==> src/rtl/ucode_sequencer.sv <==
module ucode_sequencer #(
  parameter int OPW = 6,
  parameter int SW  = 4,
  parameter int FW  = 4,
  parameter int CW  = 29
) (
  input  logic           clk,
  input  logic           rst,
  input  logic [OPW-1:0] opcode,
  input  logic [FW-1:0]  flags,
  output logic [SW-1:0]  ustep,
  output logic [CW-1:0]  ctrl
);
  localparam logic [CW-1:0] ONE = CW'(1);
  localparam logic [CW-1:0] HALT = ONE << 0,  ACC_LD = ONE << 1,  ACC_DRV = ONE << 2;
  localparam logic [CW-1:0] OPB_LD = ONE << 3, OPB_DRV = ONE << 4, PC_LD = ONE << 5;
  localparam logic [CW-1:0] OUT_LD = ONE << 6, PC_INC = ONE << 7,  PC_DRV = ONE << 8;
  localparam logic [CW-1:0] IDX_LD = ONE << 9, IDX_DRV = ONE << 10, IDX_INC = ONE << 11;
  localparam logic [CW-1:0] MEM_WR = ONE << 12, MEM_DRV = ONE << 13, MAR_LD = ONE << 14;
  localparam logic [CW-1:0] PMA_LD = ONE << 15, IRS = ONE << 16, IRW = ONE << 17;
  localparam logic [CW-1:0] IRM1 = ONE << 19, PM_DRV = ONE << 20, INP_DRV = ONE << 21;
  localparam logic [CW-1:0] IRLO_LD = ONE << 22, IRHI_LD = ONE << 23, FLG_LD = ONE << 24;
  localparam logic [CW-1:0] ALU_DRV = ONE << 25, ALU_SUB = ONE << 26, CLR = ONE << 27;
  localparam logic [CW-1:0] INP_REQ = ONE << 28;
  localparam logic [CW-1:0] LOW_MASK = HALT | ACC_DRV | OPB_DRV | PC_LD | PC_DRV | IDX_LD
    | IDX_DRV | MEM_WR | MEM_DRV | IRM1 | PM_DRV | INP_DRV | FLG_LD | ALU_DRV;
  localparam logic [CW-1:0] F0  = PC_DRV | MAR_LD;
  localparam logic [CW-1:0] F1  = MEM_DRV | IRLO_LD | PC_INC;
  localparam logic [CW-1:0] F1H = MEM_DRV | IRHI_LD | PC_INC;
  localparam logic [CW-1:0] ALU = ALU_DRV | ACC_LD | FLG_LD;
  localparam logic [CW-1:0] DRIVERS = ACC_DRV | OPB_DRV | PC_DRV | IDX_DRV | MEM_DRV | IRS
    | IRW | PM_DRV | INP_DRV | ALU_DRV;
  localparam logic [SW-1:0] SHORT_BASE = SW'(2);
  localparam logic [SW-1:0] LONG_BASE  = SW'(4);

  logic [CW-1:0] act, b0, b1, b2, rq;
  logic [SW-1:0] n, base, k;
  logic [OPW-1:0] jsel;
  logic lng, take, halt, clr;
  logic z, c, rdy, unused_spare;

  assign z = flags[0];
  assign c = flags[1];
  assign rdy = flags[2];
  assign unused_spare = flags[3];
  assign jsel = opcode - OPW'(33);
  assign rq = INP_REQ | (rdy ? '0 : HALT);

  always_comb begin
    case (jsel[3:1])
      3'd0: take = z;
      3'd1: take = !z;
      3'd2: take = c && !z;
      3'd3: take = !c;
      3'd4: take = c || z;
      3'd5: take = !c || z;
      default: take = 1'b0;
    endcase
  end

  always_comb begin
    lng = 1'b0; n = '0; b0 = '0; b1 = '0; b2 = '0;
    case (opcode)
      6'd1:  begin n = 1; b0 = IRS | ACC_LD; end
      6'd2:  begin lng = 1; n = 1; b0 = IRW | ACC_LD; end
      6'd3:  begin lng = 1; n = 2; b0 = IRW | MAR_LD; b1 = MEM_DRV | ACC_LD; end
      6'd4:  begin n = 1; b0 = IDX_DRV | ACC_LD; end
      6'd5:  begin n = 2; b0 = IDX_DRV | MAR_LD; b1 = MEM_DRV | ACC_LD; end
      6'd6:  begin lng = 1; n = 2; b0 = IRW | MAR_LD; b1 = ACC_DRV | MEM_WR; end
      6'd7:  begin n = 2; b0 = IDX_DRV | MAR_LD; b1 = ACC_DRV | MEM_WR; end
      6'd8:  begin n = 1; b0 = IRS | IDX_LD; end
      6'd9:  begin lng = 1; n = 1; b0 = IRW | IDX_LD; end
      6'd10: begin lng = 1; n = 2; b0 = IRW | MAR_LD; b1 = MEM_DRV | IDX_LD; end
      6'd11: begin n = 1; b0 = ACC_DRV | IDX_LD; end
      6'd12: begin lng = 1; n = 2; b0 = IRW | MAR_LD; b1 = IDX_DRV | MEM_WR; end
      6'd13: begin n = 2; b0 = IRS | OPB_LD; b1 = ALU; end
      6'd14: begin lng = 1; n = 2; b0 = IRW | OPB_LD; b1 = ALU; end
      6'd15: begin lng = 1; n = 3; b0 = IRW | MAR_LD; b1 = MEM_DRV | OPB_LD; b2 = ALU; end
      6'd16: begin n = 2; b0 = IDX_DRV | OPB_LD; b1 = ALU; end
      6'd17: begin n = 3; b0 = IDX_DRV | MAR_LD; b1 = MEM_DRV | OPB_LD; b2 = ALU; end
      6'd18: begin n = 2; b0 = IRS | OPB_LD; b1 = ALU | ALU_SUB; end
      6'd19: begin lng = 1; n = 2; b0 = IRW | OPB_LD; b1 = ALU | ALU_SUB; end
      6'd20: begin lng = 1; n = 3; b0 = IRW | MAR_LD; b1 = MEM_DRV | OPB_LD; b2 = ALU | ALU_SUB; end
      6'd21: begin n = 2; b0 = IDX_DRV | OPB_LD; b1 = ALU | ALU_SUB; end
      6'd22: begin n = 3; b0 = IDX_DRV | MAR_LD; b1 = MEM_DRV | OPB_LD; b2 = ALU | ALU_SUB; end
      6'd23: begin n = 1; b0 = IDX_INC; end
      6'd24: begin n = 2; b0 = rq; b1 = INP_DRV | ACC_LD; end
      6'd25: begin lng = 1; n = 3; b0 = IRW | MAR_LD; b1 = rq; b2 = INP_DRV | MEM_WR; end
      6'd26: begin n = 3; b0 = IDX_DRV | MAR_LD; b1 = rq; b2 = INP_DRV | MEM_WR; end
      6'd27: begin n = 1; b0 = ACC_DRV | OUT_LD; end
      6'd28: begin lng = 1; n = 2; b0 = IRW | MAR_LD; b1 = MEM_DRV | OUT_LD; end
      6'd29: begin n = 2; b0 = IDX_DRV | MAR_LD; b1 = MEM_DRV | OUT_LD; end
      6'd30: begin n = 2; b0 = IDX_DRV | PMA_LD; b1 = PM_DRV | ACC_LD; end
      6'd31: begin lng = 1; n = 1; b0 = IRW | PC_LD; end
      6'd32: begin lng = 1; n = 2; b0 = IRW | MAR_LD; b1 = MEM_DRV | PC_LD; end
      6'd63: begin n = 1; b0 = HALT; end
      default: begin
        if (opcode >= 6'd33 && opcode <= 6'd44) begin
          lng = 1;
          if (take && opcode[0]) begin
            n = 1; b0 = IRW | PC_LD;
          end else if (take) begin
            n = 2; b0 = IRW | MAR_LD; b1 = MEM_DRV | PC_LD;
          end
        end
      end
    endcase
  end

  assign base = lng ? LONG_BASE : SHORT_BASE;
  assign k = ustep - base;

  always_comb begin
    if (ustep == SW'(0))              act = F0;
    else if (ustep == SW'(1))         act = F1;
    else if (lng && ustep == SW'(2))  act = F0;
    else if (lng && ustep == SW'(3))  act = F1H;
    else if (k < n) begin
      case (k)
        SW'(0):  act = b0;
        SW'(1):  act = b1;
        default: act = b2;
      endcase
    end
    else if (k == n)                  act = CLR;
    else                              act = '0;
  end

  assign halt = |(act & HALT);
  assign clr  = |(act & CLR);
  assign ctrl = act ^ LOW_MASK;

  always_ff @(posedge clk) begin
    if (rst)       ustep <= '0;
    else if (halt) ustep <= ustep;
    else if (clr)  ustep <= '0;
    else           ustep <= ustep + SW'(1);
  end


  step_clear_chk: assert property (@(posedge clk) disable iff (rst)
    (!ctrl[0] == 1'b0 && ctrl[27]) |=> ustep == '0);

  step_advance_chk: assert property (@(posedge clk) disable iff (rst)
    (ctrl[0] && !ctrl[27]) |=> ustep == $past(ustep) + SW'(1));

  halt_hold_chk: assert property (@(posedge clk) disable iff (rst)
    !ctrl[0] |=> $stable(ustep));

  one_driver_chk: assert property (@(posedge clk) disable iff (rst)
    $onehot0((ctrl ^ LOW_MASK) & DRIVERS));
endmodule

==> config.mk <==
export PLATFORM = sky130hd
export DESIGN_NAME = ucode_sequencer
export DESIGN_NICKNAME = d
export VERILOG_FILES = /design/src/rtl/ucode_sequencer.sv
export SDC_FILE = /design/constraint.sdc
export NUM_CORES = 1
export LEC_CHECK = 0
export BUFFER_PORTS_ARGS = -buffer_cell sky130_fd_sc_hd__buf_2
export CAP_MARGIN = 20
export CORE_MARGIN = 10
export CORE_UTILIZATION = 25
export DETAILED_ROUTE_END_ITERATION = 8
export GPL_TIMING_DRIVEN = 1
export PLACE_DENSITY = 0.48
export SYNTH_ARGS = -nofsm -noshare
export SYNTH_HDL_FRONTEND = slang
export SYNTH_SLANG_ARGS = --single-unit
export TNS_END_PERCENT = 50
==> constraint.sdc <==
create_clock -name clk -period 22.6 [get_ports clk]
set_input_delay 6.78 -clock clk [delete_from_list [all_inputs] [get_ports clk]]
set_output_delay 6.78 -clock clk [all_outputs]
set_load 0.005 [all_outputs]
==> results_dict.tcl <==
set metrics [dict create \
    run_status "finished, final reports clean" \
    reg.largest.list "ustep (4)" \
    totalPowerFinal_mw 0.0725 \
    cp_data_required_time_ps 15820 \
    place.gp.congestion 0.863 \
    detail_route.drc_violations 0 \
    synth_area_leader_cell "sky130_fd_sc_hd__buf_4" \
    floorplan.die.height_um 107 \
    first_pass_grt_wire_length_mm 10.8 \
    irDropWorstVdd_mv 0.0235 \
    worst-r2r-cell-count 9 \
    design.final.nets 305 \
    placed_cells 375 \
    largest_register_ff_count 4 \
    grt_overflow_total 0 \
    cts.path.max_buffers 2 \
    path_class "in -> out" \
    crit_path_frequent_cell "sky130_fd_sc_hd__nor2_1" \
    wl_met2_mm 2.85 \
    detail-route-antenna-nets 0 \
    post-place-ws_ps 4550 \
    p_clk_share_pct 20.6 \
    timing.hold.worst_path_depth 2 \
    fin_worst_skew_ps 2.33 \
    postCtsHoldBufs 0 \
    worstPathBufferInverterCount 4 \
    timing_max_transition_violations_final 0 \
    r2r-end "ustep[3]" \
    root_buffer "sky130_fd_sc_hd__clkbuf_8" \
    seq_power_share_pct 13.8 \
    tritoncts "done" \
    p_int_mw 0.0362 \
    cts-resized-gates 0 \
    grt_antenna_before_repair 0 \
    fill_cells 838 \
    vias_in_the_first_global_route 2095 \
    num_antenna_cells 0 \
    fin_hold_ws_ps 612 \
    fp.dieArea_sq_um 11500 \
    synthToLayoutAreaGrowth_pct 6.57 \
    total_leakage_power_nw 0.757 \
    synth.avg_cell_area_sq_um 7.03 \
    post-cts-setup-buffer-count 0 \
    final.period_utilization_pct 79.9 \
    registers.top_by_ff_count "ustep" \
    synth_most_common_cell "sky130_fd_sc_hd__buf_4" \
    cts_made_buffers 3 \
    critical-path-top-delay-family "simple AND/OR/NAND/NOR gates" \
    timing.setup.tns_ps 0 \
    grt_use_total_pct 10.9 \
    power.switching_fraction_pct 50.1 \
    crit_path_cell_trace "buf_2 > inv_1 > ha_1 > and3b_1 > o21ai_1 > o2111ai_1 > or2_2 > nor2_1 > ha_1 > inv_1 > fa_1 > xnor2_1 > nor2_1 > nand2_1 > nor2_1 > nand3_1 > a2111o_1 > buf_2" \
    hold_class "reg -> reg" \
    layout_setup_ws_ps 4550 \
    synth_top_area_share_pct 7.88 \
    drt_iter0_markers 144 \
    clkSlewWorstSetupHoldPaths_ps 30 \
    grt_max_degree 31 \
    grt_setup_unrepaired "false" \
    power.density_cell_area_nw_per_um2 35.7 \
    synth_seq_cells 4 \
    uppermost_layer_routed "met4" \
    syn-cell-area_sq_um 1900 \
    wl_met3_um 386 \
    ys.warnings.count 0 \
    synth_edf_count 0 \
    synth_sequential_area_ratio_pct 4.20 \
    cts_htree_levels 1 \
    yosys-top-cells-area "sky130_fd_sc_hd__buf_4 (7.9%), sky130_fd_sc_hd__ha_1 (7.2%), sky130_fd_sc_hd__dfxtp_1 (4.2%)" \
    critical_path_startpoint_category "primary input" \
    clock_latency_ps 220 \
    worst_path_max_delay_cell "sky130_fd_sc_hd__nor2_1" \
    top_level_ports 45 \
    net-switching-power_mw 0.0363 \
    worst_hold_startpoint "ustep[1]" \
    comb_power_share_pct 65.5 \
    yosys-top-cells-count "sky130_fd_sc_hd__buf_4 (20), sky130_fd_sc_hd__nor2_1 (16), sky130_fd_sc_hd__inv_1 (14), sky130_fd_sc_hd__nand2_1 (14)" \
    instances_no_fill 378 \
    async_flop_share_pct 0 \
    maxSlewHeadroom_pct 50.1 \
    hpwl_mm 4.78 \
    rr_startpoint "ustep[1]" \
    vias_cell 5.52 \
    timing.fmax_mhz 55.4 \
    setup_viol 0 \
    worst-path-max-fanout 18 \
    tightestPinTransition_ps 744 \
    wire_length_on_met1_mm 3.02 \
    die_w_um 107 \
    placement_rows 31 \
    cts_sinks 4 \
    wirelength_mm 6.30 \
    drive_gt1_share_pct 19.7 \
    min_delay_worst_endpoint "ustep[3]" \
    start_util_pct 26.0 \
    max_cap_violations 0 \
    timing.critical_path.slowest_cell_delay_ps 550 \
    finalCriticalPeriod_ps 18050 \
    route.detailed.wl_per_inst_um 16.7 \
    via_count_of_the_routed_design 2085 \
    cp.arrival_ps 11270 \
    synthesis.instances 271 \
    placement.io_buffers 40 \
    first_pass_iters 4 \
    synthDistinctLibCells 69 \
    core_region_area_sq_um 7330 \
    yosys_most_used_dff "sky130_fd_sc_hd__dfxtp_1" \
    final_hold_viol_count 0 \
    timing.reg2reg.setup_slack_ps 19750 \
    crit_path_end_kind "output pin" \
]
==> cells in the final DEF (no fill, tap or decap), types with 4 or more instances in the layout <==
| cell | instances |
|---|---|
| sky130_fd_sc_hd__buf_2 | 40 |
| sky130_fd_sc_hd__nor2_1 | 16 |
| sky130_fd_sc_hd__inv_1 | 14 |
| sky130_fd_sc_hd__nand2_1 | 14 |
| sky130_fd_sc_hd__nand2b_1 | 11 |
| sky130_fd_sc_hd__nand3_1 | 11 |
| sky130_fd_sc_hd__ha_1 | 11 |
| sky130_fd_sc_hd__o21ai_0 | 10 |
| sky130_fd_sc_hd__a21oi_1 | 9 |
| sky130_fd_sc_hd__nor3_1 | 8 |
| sky130_fd_sc_hd__nor4_1 | 8 |
| sky130_fd_sc_hd__mux2i_1 | 7 |
| sky130_fd_sc_hd__nor2b_1 | 6 |
| sky130_fd_sc_hd__and2_1 | 5 |
| sky130_fd_sc_hd__o2111ai_1 | 5 |
| sky130_fd_sc_hd__o21ai_1 | 4 |
| sky130_fd_sc_hd__o21a_1 | 4 |
| sky130_fd_sc_hd__o32ai_1 | 4 |
| sky130_fd_sc_hd__a211oi_1 | 4 |
| sky130_fd_sc_hd__or3_1 | 4 |
| sky130_fd_sc_hd__o22ai_1 | 4 |
| sky130_fd_sc_hd__and3_1 | 4 |
| sky130_fd_sc_hd__dfxtp_1 | 4 |
==> metal layers <==
layer  track usage (%)  vias up
li1                  -     1027
met1              14.8      995
met2              17.8       61
met3              1.98        2
met4              1.84        0
met5                 0        -
==> kinds of logic after synthesis <==
group | Yosys count | synth area share (%)
fa+ha+maj | 13 | 8.80
other cells | 2 | 0.394
simple gates | 109 | 32.9
buf+inv | 51 | 15.8
flops | 4 | 4.21
mux | 8 | 4.27
xor+xnor | 4 | 2.23
compound gates | 80 | 31.5
==> final cells by class <==
class,count,area [sq um],share of cell area (%)
multi-input cells,217,1530,75.3
repair buffers,40,200,9.86
well taps,99,124,6.10
flip-flops and latches,4,80.1,3.95
inverters,15,56.3,2.77
clock buffers,3,41.3,2.03
==> worst register-to-register path: cells and delay by family, from the launching register on <==
| family | cells | cell delay [ps] |
|---|---|---|
| buf+inv | 2 | 200 |
| compound gates | 3 | 670 |
| fa+ha+maj | 2 | 660 |
| flops | 1 | 410 |
| simple gates | 2 | 770 |
==> worst max path at each step <==
stage	cells past startpoint	slack [ps]	from	end
6_report	18	4550	opcode[0]	ctrl[9]
5_1_grt	16	4080	opcode[0]	ctrl[3]
4_1_cts	18	4560	opcode[0]	ctrl[9]
3_5_place_dp	18	4550	opcode[0]	ctrl[9]
3_3_place_gp	18	4570	opcode[0]	ctrl[9]
2_1_floorplan	17	5690	opcode[0]	ctrl[9]
==> power groups by stage <==
stage | registers (mW) | logic [mW] | clock network [mW]
2_1_floorplan | 0.00916 | 0.0381 | 0
3_3_place_gp | 0.0101 | 0.0468 | 0
3_5_place_dp | 0.0101 | 0.0472 | 0
4_1_cts | 0.0100 | 0.0475 | 0.0153
5_1_grt | 0.0104 | 0.0540 | 0.0160
6_report | 0.0100 | 0.0475 | 0.0150
==> metrics by stage <==
| stage | area, sq um | util, % |
|---|---|---|
| floorplan | 1910 | - |
| global placement | 1990 | 27.1 |
| detailed placement | 1990 | 27.1 |
| CTS | 2030 | 27.7 |
| global route | 2030 | 27.7 |
| finish | 2030 | 27.7 |
No activity file was read; power rests on OpenSTA's default activity.
